File: config.mk
export PLATFORM = sky130hd
export DESIGN_NAME = sflash_frame_seq
export DESIGN_NICKNAME = d
export VERILOG_FILES = /design/src/rtl/sfs_pkg.sv /design/src/rtl/sfs_lane_dec.sv /design/src/rtl/sfs_shift.sv /design/src/rtl/sflash_frame_seq.sv
export SDC_FILE = /design/constraint.sdc
export NUM_CORES = 1
export LEC_CHECK = 0
export ABC_AREA = 1
export BUFFER_PORTS_ARGS = -buffer_cell sky130_fd_sc_hd__buf_2
export CORE_ASPECT_RATIO = 0.7
export CORE_UTILIZATION = 35
export CTS_CLUSTER_DIAMETER = 200
export CTS_CLUSTER_SIZE = 28
export DETAILED_ROUTE_END_ITERATION = 10
export PLACE_DENSITY_LB_ADDON = 0.08
export REMOVE_ABC_BUFFERS = 1
export SETUP_SLACK_MARGIN = 0.4
export SYNTH_ARGS = -nofsm -noshare
export SYNTH_HDL_FRONTEND = slang
export SYNTH_SLANG_ARGS = --single-unit
File: constraint.sdc
create_clock -name clk -period 5.7 [get_ports clk]
set_input_delay 0.57 -clock clk [delete_from_list [all_inputs] [get_ports clk]]
set_output_delay 0.57 -clock clk [all_outputs]
set_load 0.01 [all_outputs]
File: src/rtl/sfs_pkg.sv
package sfs_pkg;
  localparam int FIELD_W = 32;
  localparam int BYTE_W  = 8;
  localparam int NLANE   = 4;
  localparam int DUM_W   = 5;

  typedef enum logic [2:0] {
    PH_IDLE  = 3'd0,
    PH_INST  = 3'd1,
    PH_ADDR  = 3'd2,
    PH_OPT   = 3'd3,
    PH_DUMMY = 3'd4,
    PH_DATA  = 3'd5
  } phase_t;

  typedef struct packed {
    logic [2:0]        width;
    logic              inst_on;
    logic              addr_on;
    logic              opt_on;
    logic              data_on;
    logic [1:0]        opt_len;
    logic              addr_long;
    logic [DUM_W-1:0]  dummy;
    logic [1:0]        xfer;
    logic [BYTE_W-1:0] inst;
    logic [FIELD_W-1:0] addr;
    logic [BYTE_W-1:0] opt;
  } frame_cfg_t;

  // earliest enabled part strictly after cur; PH_IDLE when none is left
  function automatic phase_t next_phase(phase_t cur, frame_cfg_t c);
    phase_t r;
    r = PH_IDLE;
    if (cur < PH_DATA  && c.data_on)      r = PH_DATA;
    if (cur < PH_DUMMY && (c.dummy != 0)) r = PH_DUMMY;
    if (cur < PH_OPT   && c.opt_on)       r = PH_OPT;
    if (cur < PH_ADDR  && c.addr_on)      r = PH_ADDR;
    if (cur < PH_INST  && c.inst_on)      r = PH_INST;
    return r;
  endfunction
endpackage

File: src/rtl/sfs_lane_dec.sv
module sfs_lane_dec
  import sfs_pkg::*;
(
  input  logic [2:0] width_code,
  input  phase_t     phase,
  output logic [1:0] lane_log
);
  always_comb begin
    lane_log = 2'd0;
    case (phase)
      PH_INST: begin
        if (width_code == 3'd5) lane_log = 2'd1;
        else if (width_code == 3'd6) lane_log = 2'd2;
      end
      PH_ADDR, PH_OPT: begin
        if (width_code == 3'd3 || width_code == 3'd5) lane_log = 2'd1;
        else if (width_code == 3'd4 || width_code == 3'd6) lane_log = 2'd2;
      end
      PH_DATA: begin
        if (width_code == 3'd1 || width_code == 3'd3 || width_code == 3'd5) lane_log = 2'd1;
        else if (width_code == 3'd2 || width_code == 3'd4 || width_code == 3'd6) lane_log = 2'd2;
      end
      default: lane_log = 2'd0;
    endcase
  end
endmodule

File: src/rtl/sfs_shift.sv
module sfs_shift
  import sfs_pkg::*;
(
  input  logic               clk,
  input  logic               rst_n,
  input  logic               load,
  input  logic [FIELD_W-1:0] load_val,
  input  logic               shift,
  input  logic               capture,
  input  logic [1:0]         lane_log,
  input  logic [NLANE-1:0]   io_in,
  output logic [NLANE-1:0]   drive,
  output logic [BYTE_W-1:0]  rx_byte
);
  logic [FIELD_W-1:0] sh;

  always_ff @(posedge clk or negedge rst_n) begin
    if (!rst_n) begin
      sh      <= '0;
      rx_byte <= '0;
    end else begin
      if (load)       sh <= load_val;
      else if (shift) sh <= sh << (1 << lane_log);
      if (capture) begin
        case (lane_log)
          2'd1:    rx_byte <= {rx_byte[BYTE_W-3:0], io_in[1:0]};
          2'd2:    rx_byte <= {rx_byte[BYTE_W-5:0], io_in[3:0]};
          default: rx_byte <= {rx_byte[BYTE_W-2:0], io_in[1]};
        endcase
      end
    end
  end

  always_comb begin
    case (lane_log)
      2'd1:    drive = {2'b00, sh[FIELD_W-1 -: 2]};
      2'd2:    drive = sh[FIELD_W-1 -: 4];
      default: drive = {3'b000, sh[FIELD_W-1]};
    endcase
  end

  AST_NO_LOAD_AND_CAPTURE_CLASH: assert property (@(posedge clk) disable iff (!rst_n)
    capture |-> !shift) else $error("capture on falling slot");
endmodule

File: src/rtl/sflash_frame_seq.sv
module sflash_frame_seq
  import sfs_pkg::*;
#(
  parameter int LEN_W = 16
) (
  input  logic               clk,
  input  logic               rst_n,
  input  logic               start,
  input  logic [2:0]         width_code,
  input  logic               inst_en,
  input  logic               addr_en,
  input  logic               opt_en,
  input  logic               data_en,
  input  logic [1:0]         opt_len,
  input  logic               addr_long,
  input  logic [DUM_W-1:0]   dummy_cycles,
  input  logic [1:0]         xfer_type,
  input  logic [BYTE_W-1:0]  inst_code,
  input  logic [FIELD_W-1:0] addr,
  input  logic [BYTE_W-1:0]  opt_code,
  input  logic [LEN_W-1:0]   data_len,
  input  logic               wr_valid,
  input  logic [BYTE_W-1:0]  wr_data,
  output logic               wr_ready,
  output logic               rd_valid,
  output logic [BYTE_W-1:0]  rd_data,
  input  logic               rd_ready,
  output logic               cs_n,
  output logic               sck,
  output logic [NLANE-1:0]   io_out,
  output logic [NLANE-1:0]   io_oe,
  input  logic [NLANE-1:0]   io_in,
  output logic               eoi
);
  localparam int SLOT_W = $clog2(FIELD_W) + 1;

  phase_t             phase, nph;
  frame_cfg_t         cfg, in_cfg, src;
  logic               half, need_byte, idle, run, fall, rise;
  logic               slot_end, last_byte, take_wr, rd_push, drv_on;
  logic [SLOT_W-1:0]  slots, nslots;
  logic [LEN_W-1:0]   bytes_left;
  logic [1:0]         cur_lw, nxt_lw;
  logic [3:0]         opt_bits;
  logic [FIELD_W-1:0] ent_val, sh_val;
  logic               sh_load;
  logic [NLANE-1:0]   drive, lane_mask;
  logic [BYTE_W-1:0]  rx_byte;

  always_comb begin
    in_cfg.width     = width_code;
    in_cfg.inst_on   = inst_en;
    in_cfg.addr_on   = addr_en;
    in_cfg.opt_on    = opt_en;
    in_cfg.data_on   = data_en && (data_len != '0);
    in_cfg.opt_len   = opt_len;
    in_cfg.addr_long = addr_long;
    in_cfg.dummy     = dummy_cycles;
    in_cfg.xfer      = xfer_type;
    in_cfg.inst      = inst_code;
    in_cfg.addr      = addr;
    in_cfg.opt       = opt_code;
  end

  assign idle = (phase == PH_IDLE);
  assign src  = idle ? in_cfg : cfg;
  assign nph  = next_phase(phase, src);

  sfs_lane_dec u_dec_cur (.width_code(cfg.width), .phase(phase), .lane_log(cur_lw));
  sfs_lane_dec u_dec_nxt (.width_code(src.width), .phase(nph),   .lane_log(nxt_lw));

  // field image and slot count of the part about to begin
  always_comb begin
    opt_bits = 4'd1 << src.opt_len;
    ent_val  = '0;
    nslots   = '0;
    case (nph)
      PH_INST: begin
        ent_val = {src.inst, {(FIELD_W-BYTE_W){1'b0}}};
        nslots  = SLOT_W'(BYTE_W >> nxt_lw);
      end
      PH_ADDR: begin
        ent_val = src.addr_long ? src.addr : {src.addr[23:0], 8'h00};
        nslots  = src.addr_long ? SLOT_W'(32 >> nxt_lw) : SLOT_W'(24 >> nxt_lw);
      end
      PH_OPT: begin
        ent_val = {src.opt, {(FIELD_W-BYTE_W){1'b0}}} << (4'd8 - opt_bits);
        nslots  = (opt_bits > (4'd1 << nxt_lw)) ? SLOT_W'(opt_bits >> nxt_lw) : SLOT_W'(1);
      end
      PH_DUMMY: nslots = SLOT_W'(src.dummy);
      PH_DATA:  nslots = SLOT_W'(BYTE_W >> nxt_lw);
      default:  nslots = '0;
    endcase
  end

  assign run       = !idle && !need_byte;
  assign rise      = run && !half;
  assign fall      = run && half;
  assign slot_end  = fall && (slots == SLOT_W'(1));
  assign last_byte = (bytes_left == LEN_W'(1));
  assign wr_ready  = (phase == PH_DATA) && need_byte && cfg.xfer[1];
  assign take_wr   = wr_valid && wr_ready;
  assign rd_push   = slot_end && (phase == PH_DATA) && !cfg.xfer[1];

  assign sh_load = (idle && start && nph != PH_IDLE) ||
                   (slot_end && !(phase == PH_DATA && !last_byte) && nph != PH_IDLE) ||
                   take_wr;
  assign sh_val  = take_wr ? {wr_data, {(FIELD_W-BYTE_W){1'b0}}} : ent_val;

  sfs_shift u_shift (
    .clk(clk), .rst_n(rst_n), .load(sh_load), .load_val(sh_val), .shift(fall),
    .capture(rise && phase == PH_DATA && !cfg.xfer[1]), .lane_log(cur_lw),
    .io_in(io_in), .drive(drive), .rx_byte(rx_byte)
  );

  always_ff @(posedge clk or negedge rst_n) begin
    if (!rst_n) begin
      phase      <= PH_IDLE;
      cfg        <= '0;
      half       <= 1'b0;
      need_byte  <= 1'b0;
      slots      <= '0;
      bytes_left <= '0;
      eoi        <= 1'b0;
    end else begin
      eoi <= 1'b0;
      if (idle) begin
        if (start) begin
          cfg        <= in_cfg;
          bytes_left <= data_len;
          if (nph == PH_IDLE) eoi <= 1'b1;
          else begin
            phase     <= nph;
            slots     <= nslots;
            need_byte <= (nph == PH_DATA);
          end
        end
      end else if (need_byte) begin
        if (cfg.xfer[1] ? wr_valid : !rd_valid) need_byte <= 1'b0;
      end else if (!half) begin
        half <= 1'b1;
      end else begin
        half <= 1'b0;
        if (slots != SLOT_W'(1)) slots <= slots - SLOT_W'(1);
        else if (phase == PH_DATA && !last_byte) begin
          bytes_left <= bytes_left - LEN_W'(1);
          slots      <= SLOT_W'(BYTE_W >> cur_lw);
          need_byte  <= 1'b1;
        end else begin
          phase     <= nph;
          slots     <= nslots;
          need_byte <= (nph == PH_DATA);
          if (nph == PH_IDLE) eoi <= 1'b1;
        end
      end
    end
  end

  always_ff @(posedge clk or negedge rst_n) begin
    if (!rst_n) begin
      rd_valid <= 1'b0;
      rd_data  <= '0;
    end else if (rd_push) begin
      rd_valid <= 1'b1;
      rd_data  <= rx_byte;
    end else if (rd_ready) begin
      rd_valid <= 1'b0;
    end
  end

  always_comb begin
    case (cur_lw)
      2'd1:    lane_mask = 4'b0011;
      2'd2:    lane_mask = 4'b1111;
      default: lane_mask = 4'b0001;
    endcase
  end

  assign drv_on = (phase == PH_INST) || (phase == PH_ADDR) || (phase == PH_OPT) ||
                  ((phase == PH_DATA) && cfg.xfer[1]);
  assign io_oe  = drv_on ? lane_mask : '0;
  assign io_out = drive & io_oe;
  assign cs_n   = idle;
  assign sck    = half;

  AST_SCK_LOW_IDLE: assert property (@(posedge clk) disable iff (!rst_n)
    cs_n |-> !sck) else $error("sck high outside frame");
  AST_SCK_ONE_HIGH: assert property (@(posedge clk) disable iff (!rst_n)
    $rose(sck) |=> $fell(sck)) else $error("sck high too long");
  AST_EOI_PULSE: assert property (@(posedge clk) disable iff (!rst_n)
    eoi |=> !eoi) else $error("eoi longer than one cycle");
  AST_EOI_CS_HIGH: assert property (@(posedge clk) disable iff (!rst_n)
    eoi |-> cs_n) else $error("eoi with cs low");
  AST_IDLE_NO_DRIVE: assert property (@(posedge clk) disable iff (!rst_n)
    cs_n |-> (io_oe == '0)) else $error("drive while idle");
  AST_WR_AT_LOW: assert property (@(posedge clk) disable iff (!rst_n)
    wr_ready |-> (!sck && !cs_n)) else $error("wr_ready off boundary");
  AST_RD_HOLD: assert property (@(posedge clk) disable iff (!rst_n)
    (rd_valid && !rd_ready) |=> (rd_valid && $stable(rd_data))) else $error("read byte dropped");
  AST_START_IGNORED: assert property (@(posedge clk) disable iff (!rst_n)
    (!cs_n && start) |=> $stable(cfg)) else $error("config changed mid frame");
endmodule

# Word level (Yosys, flattened, before mapping)
# Cells that the tools add are included.
[op_classes]
addsub = 3
magnitude_cmp = 6
eq_ne = 31
shifts = 10
muxes = 71
bitwise_logic = 3
reduce_logical = 65
[ops]
columns = ["op", "n"]
rows = [
  ["two-way mux 32 bit", 4],
  ["two-way mux 16 bit", 6],
  ["case mux 32 bit (3 select lines)", 1],
  ["two-way mux 65 bit", 1],
  ["two-way mux 6 bit", 9],
  ["two-way mux 3 bit", 12],
  ["left shift 1 x 2 -> 32 bit (first input constant)", 1],
  ["left shift 32 x 32 -> 32 bit", 1],
  ["left shift 32 x 4 -> 32 bit", 1],
  ["equality test 3 bit (second input constant)", 9],
  ["equality test 3 x 2 -> 1 bit (second input constant)", 8],
  ["two-way mux 2 bit", 12],
  ["case mux 6 bit (4 select lines)", 1],
  ["logical AND 1 bit", 23],
  ["two-way mux 1 bit", 19],
  ["logical OR 1 bit", 17],
  ["equality test 16 x 1 -> 1 bit (second input constant)", 1],
  ["case mux 4 bit (2 select lines)", 2],
  ["case mux 8 bit (2 select lines)", 1],
  ["nonzero test 16 bit", 1],
  ["subtractor 16 x 1 -> 16 bit (second input constant)", 1],
  ["equality test 3 x 1 -> 1 bit (second input constant)", 4],
  ["case mux 2 bit (3 select lines)", 2],
  [">> shifter 4 x 2 -> 6 bit (first input constant)", 2],
  ["other kinds (29)", 50],
]
[totals]
register_bits = 142
inputBits = 98
output_inout_bits = 21
wordCells = 211

# Logic depth before layout (Yosys ltp)
[depth]
ltp_word = 21
depth_mapped = 25
mapped_depth_nobuf = 24

# Modules after synthesis
# A second synthesis with hierarchy kept.
[unflattened]
cells_unflattened = 1510
hier_area_um2 = 10030.9
[modules_own_cells]
columns = ["module", "instances", "cells_per_inst", "area_per_inst_um2", "seq_area_each_um2"]
rows = [
  ["sflash_frame_seq", 1, 919, 6538.8, 2502.4],
  ["sfs_shift", 1, 547, 3319.4, 1001.0],
  ["sfs_lane_dec", 2, 22, 86.3, 0.0],
]

# Worst setup path after synthesis
# No wires, ideal clock.
[synth_timing]
kind = "flip-flop to output port"
startpoint = "register phase[1]"
endpoint = "output io_out[2]"
arrival_ns = 2.585
required_ns = 5.130
slack_ns = 2.545
path_stages_with_launch = 15
n_path_buf = 2
cell_sequence = "dfrtp_1 > inv_1 > nand2_1 > nor2_1 > inv_1 > a21oi_1 > a211oi_1 > nor2_1 > ha_1 > clkbuf_1 > clkinv_1 > clkbuf_1 > nor2_1 > inv_1 > nor3_1"
[synth_between]
elab_chain_cells = 7
word_cells_on_any_way = 16
cone_classes = "eq/ne (6); mux (4); bitwise (1); reduce/logical (5)"
[synth_rtl]
columns = ["element", "line", "source"]
rows = [
  ["from (decl)", "sflash_frame_seq.sv:37", "phase_t phase, nph;"],
  ["from (signal assigned)", "sflash_frame_seq.sv:133", "phase <= nph;"],
  ["from (signal assigned)", "sflash_frame_seq.sv:150", "phase <= nph;"],
  ["equality test 3 x 2 -> 1 bit", "sfs_lane_dec.sv:10, sflash_frame_seq.sv:179", ""],
  ["OR reduction 2 bit", "sfs_lane_dec.sv:10", "case (phase)"],
  ["case mux 2 bit (3 select lines)", "sfs_lane_dec.sv:10", ""],
  ["equality test 2 bit / equality test 2 x 1 -> 1 bit (equally long branches)", "sflash_frame_seq.sv:172", "case (cur_lw)"],
  ["case mux 4 bit (2 select lines)", "sflash_frame_seq.sv:172", ""],
  ["two-way mux 4 bit *", "sflash_frame_seq.sv:181", "assign io_oe = drv_on ? lane_mask : '0;"],
  ["via io_oe[2]", "sflash_frame_seq.sv:31", "output logic [NLANE-1:0] io_oe,"],
  ["AND 4 bit *", "sflash_frame_seq.sv:182", "assign io_out = drive & io_oe;"],
  ["to (decl)", "sflash_frame_seq.sv:30", "output logic [NLANE-1:0] io_out,"],
]
# Mark *: on every way through the listed nets, which the timed path passes. The rest lies on a longest branch.

# Worst setup path in the final report
[layout_timing]
startpoint = "register phase[1]"
endpoint = "output io_out[0]"
[layout_between]
elab_chain_cells = 6
word_cells_on_any_way = 15
cone_classes = "eq/ne (6); mux (3); bitwise (1); reduce/logical (5)"
[layout_rtl]
columns = ["element", "line", "source"]
rows = [
  ["equality test 3 x 2 -> 1 bit / equality test 3 x 1 -> 1 bit (equally long branches)", "sfs_lane_dec.sv:10, sflash_frame_seq.sv:179", ""],
  ["OR reduction 2 bit / logical OR 1 bit (equally long branches)", "sfs_lane_dec.sv:10, sflash_frame_seq.sv:179", ""],
  ["case mux 2 bit (3 select lines) / logical OR 1 bit (equally long branches)", "sfs_lane_dec.sv:10, sflash_frame_seq.sv:179", ""],
  ["equality test 2 bit, or another cell as far along", "sfs_shift.sv:35", "case (lane_log)"],
  ["case mux 4 bit (2 select lines) / two-way mux 4 bit (equally long branches)", "sfs_shift.sv:35, sflash_frame_seq.sv:181", ""],
  ["AND 4 bit *", "sflash_frame_seq.sv:182", ""],
]
# Every way passes the cells marked *; elsewhere a longest branch is shown, timed or not.

==> results.py <==
metrics = {
    "status": {
        "status": "complete, no violations",
    },
    "die": {
        "dieWidth_um": 201.2,
        "die_area_um2": 28450,
        "start_util_pct": 35.97,
        "core-area_um2": 27030,
        "num_rows": 50,
        "num_io_pins": 119,
        "chipHeight_um": 141.4,
    },
    "worst_setup_path": {
        "cp_max_fo": 28,
        "end_kind": "output port",
        "worstSetupStartpointType": "flop",
        "worstPathArrival_ps": 4250,
        "cp.required_ps": 5130,
        "critPathKind": "reg -> out",
    },
    "placed_design": {
        "hpwl_um": 23110,
        "gp_congestion": 0.8873,
        "dp.cells": 1837,
        "port_buffers": 117,
        "pre_cts_slack_ps": 1359,
    },
    "sta": {
        "rsz0062_at_grt": "no",
        "maxSlewHeadroom_pct": 32.72,
        "setup_slack_ps": 876.0,
        "clock_skew_ps": 15.18,
        "setup_violations": 0,
        "fmax_mhz": 207.3,
        "finalCriticalPeriod_ps": 4824,
        "final_hold_viol_count": 0,
        "tightest_slew_ps": 1009,
        "final_max_slew_viol_count": 0,
        "tns_ps": 0,
        "timing.final.crit_share_pct": 84.63,
    },
    "grt": {
        "track_usage_pct": 22.85,
        "grt_pass1_wl_um": 50780,
        "grt_start_max_net_pins": 92,
        "first_global_vias": 8962,
        "antenna_found_initial": 0,
        "gr-total-overflow": 0,
    },
    "logic_synthesis": {
        "synth-async-reset-ratio_pct": 100.0,
        "synth_most_common_cell": "nand2_1",
        "synth_edf_count": 0,
        "ys_warn_count": 0,
        "ys_seq_area_share_pct": 36.04,
        "synth_commonest_cells": "nand2_1, o21ai_0, inv_1",
        "synthFlopType": "dfrtp_1",
        "synth.distinct_cells": 58,
        "syn_avg_cell_area_um2": 6.879,
        "synthTopCellsByArea": "dfrtp_1, nand2_1, o21ai_0",
        "yosysTopAreaCellShare_pct": 36.04,
        "synth_area_um2": 9721,
        "synth_seq_cells": 140,
        "synth_cells": 1413,
        "synth_largest_area_cell": "dfrtp_1",
    },
    "clock_network": {
        "h-tree-depth": 4,
        "cts_buffers": 17,
        "cts_setup_buffers": 0,
        "ctsHoldBuffers": 0,
        "cts-resized-gates": 0,
        "clock_sinks": 140,
        "clk_path_buf_depth": 2,
        "cts-root-buf": "clkbuf_16",
        "clkTransAtPathRegs_ps": 60,
        "clock_latency_ps": 450,
        "cts_tree": "done",
    },
    "route": {
        "ant_nets": 0,
        "drt_wl_total_um": 31600,
        "wl_per_cell_um": 16.91,
        "firstDrtPassIters": 5,
        "drtIter0Drc": 785,
        "vias_per_cell": 5.151,
        "via_count": 9627,
        "drc": 0,
    },
    "final_layout": {
        "area_growth_pct": 14.96,
        "drive_above_1_share_pct": 15.08,
        "final_core_util_pct": 41.35,
        "instances_no_fill": 1869,
        "fillers": 2941,
        "nets": 1602,
        "diodes": 0,
    },
    "power_and_ir_drop": {
        "p_total_mw": 7.031,
        "leakagePower_nw": 5.428,
        "ir_drop_v": 0.0002056,
        "cellPowerDensity_nw_per_um2": 629.2,
    },
    "hold_path": {
        "hold_path_class": "in -> async",
    },
    "job": {
        "cap_violations": 0,
    },
}
-- through the flow --
stage / hold WS (ps) / instance area (um^2)
3_5_place_dp: 463.4 / 10550
4_1_cts: 241.9 / 11170
5_1_grt: 266.6 / 11170
2_1_floorplan: 274.4 / 9371
6_report: 183.1 / 11170
3_3_place_gp: 456.3 / 10550
-- cell usage in the layout, fill, tap and decap left out, drive strengths merged, types with 11 or more instances in the layout --
| cell type | n |
|---|---|
| nand2 | 391 |
| o21ai | 215 |
| inv | 164 |
| dfrtp | 140 |
| buf | 134 |
| nor2 | 125 |
| nand3 | 96 |
| a21oi | 50 |
| clkbuf | 19 |
| o22ai | 17 |
| o211ai | 15 |
| ha | 12 |
| a31oi | 11 |
| nor3 | 11 |
-- flip-flops by register name, indices dropped and copies added, names as in the netlist --
register         count
cfg                 63
u_shift.sh          32
bytes_left          16
rd_data              8
u_shift.rx_byte      8
slots                6
phase                3
eoi                  1
need_byte            1
rd_valid             1
sck                  1
-- cell type report --
type | count | area, um^2 | area share, %
inverter | 162 | 610.6 | 5.464
multi-input combinational | 1037 | 5265 | 47.12
tap | 364 | 455.4 | 4.076
clock inverter | 13 | 177.7 | 1.590
clock buffer | 19 | 442.9 | 3.964
timing repair buffer | 134 | 719.4 | 6.438
sequential | 140 | 3503 | 31.35
-- where the power goes --
group	internal (mW)	total, mW	switching [mW]	leakage [nW]
sequential	1.42	1.68	0.263	1.74
clock	0.711	1.21	0.502	0.298
combinational	1.28	4.14	2.86	3.39
total	3.41	7.03	3.62	5.43
-- routing by layer --
metal  routed length [um]  GRT usage [%]  up-vias
met5                    0              0        -
met4                  303          5.024        0
met3                 2456          5.926       21
met2                12110          30.38      296
met1                16730          35.91     4451
li1                     -              -     4859
-- path summary, 6_finish.rpt --
kind	startpoint	endpoint	slack, ps	depth (start not counted)
setup / recovery	phase[1]$_DFFE_PN0P_	io_out[0]	880	15
max in group asynchronous	rst_n	rd_data[2]$_DFFE_PN0P_	4270	2
setup reg to reg	phase[1]$_DFFE_PN0P_	u_shift.sh[19]$_DFFE_PN0P_	1330	17
hold / removal	rst_n	cfg[51]$_DFFE_PN0P_	180	1
hold reg to reg	cfg[55]$_DFFE_PN0P_	cfg[55]$_DFFE_PN0P_	480	2
min in group clk	rd_ready	rd_valid$_DFFE_PN0P_	310	2
-- cells by family (layout without fill, tap and decap cells) --
kind of cell	count (synthesis)	in the layout	synth area share [%]
flops	140	140	36.04
fa+ha+maj	12	12	1.545
buf+inv	236	328	9.873
compound gates	359	359	21.87
mux	14	14	1.532
other cells	1	1	0.03858
xor+xnor	7	7	0.6307
simple gates	644	644	28.47
-- worst max-delay path: stages (launching register included) --
cell,delay (ps)
dfrtp_1,400
inv_1,100
nand2_1,170
nor2_1,120
inv_1,120
a21oi_1,50
a211oi_1,180
nor2_1,140
inv_1,100
ha_1,820
inv_1,700
buf_4,370
o21ai_0,200
o211ai_1,110
inv_1,80
buf_2,120
No activity file was read; power rests on OpenSTA's default activity.
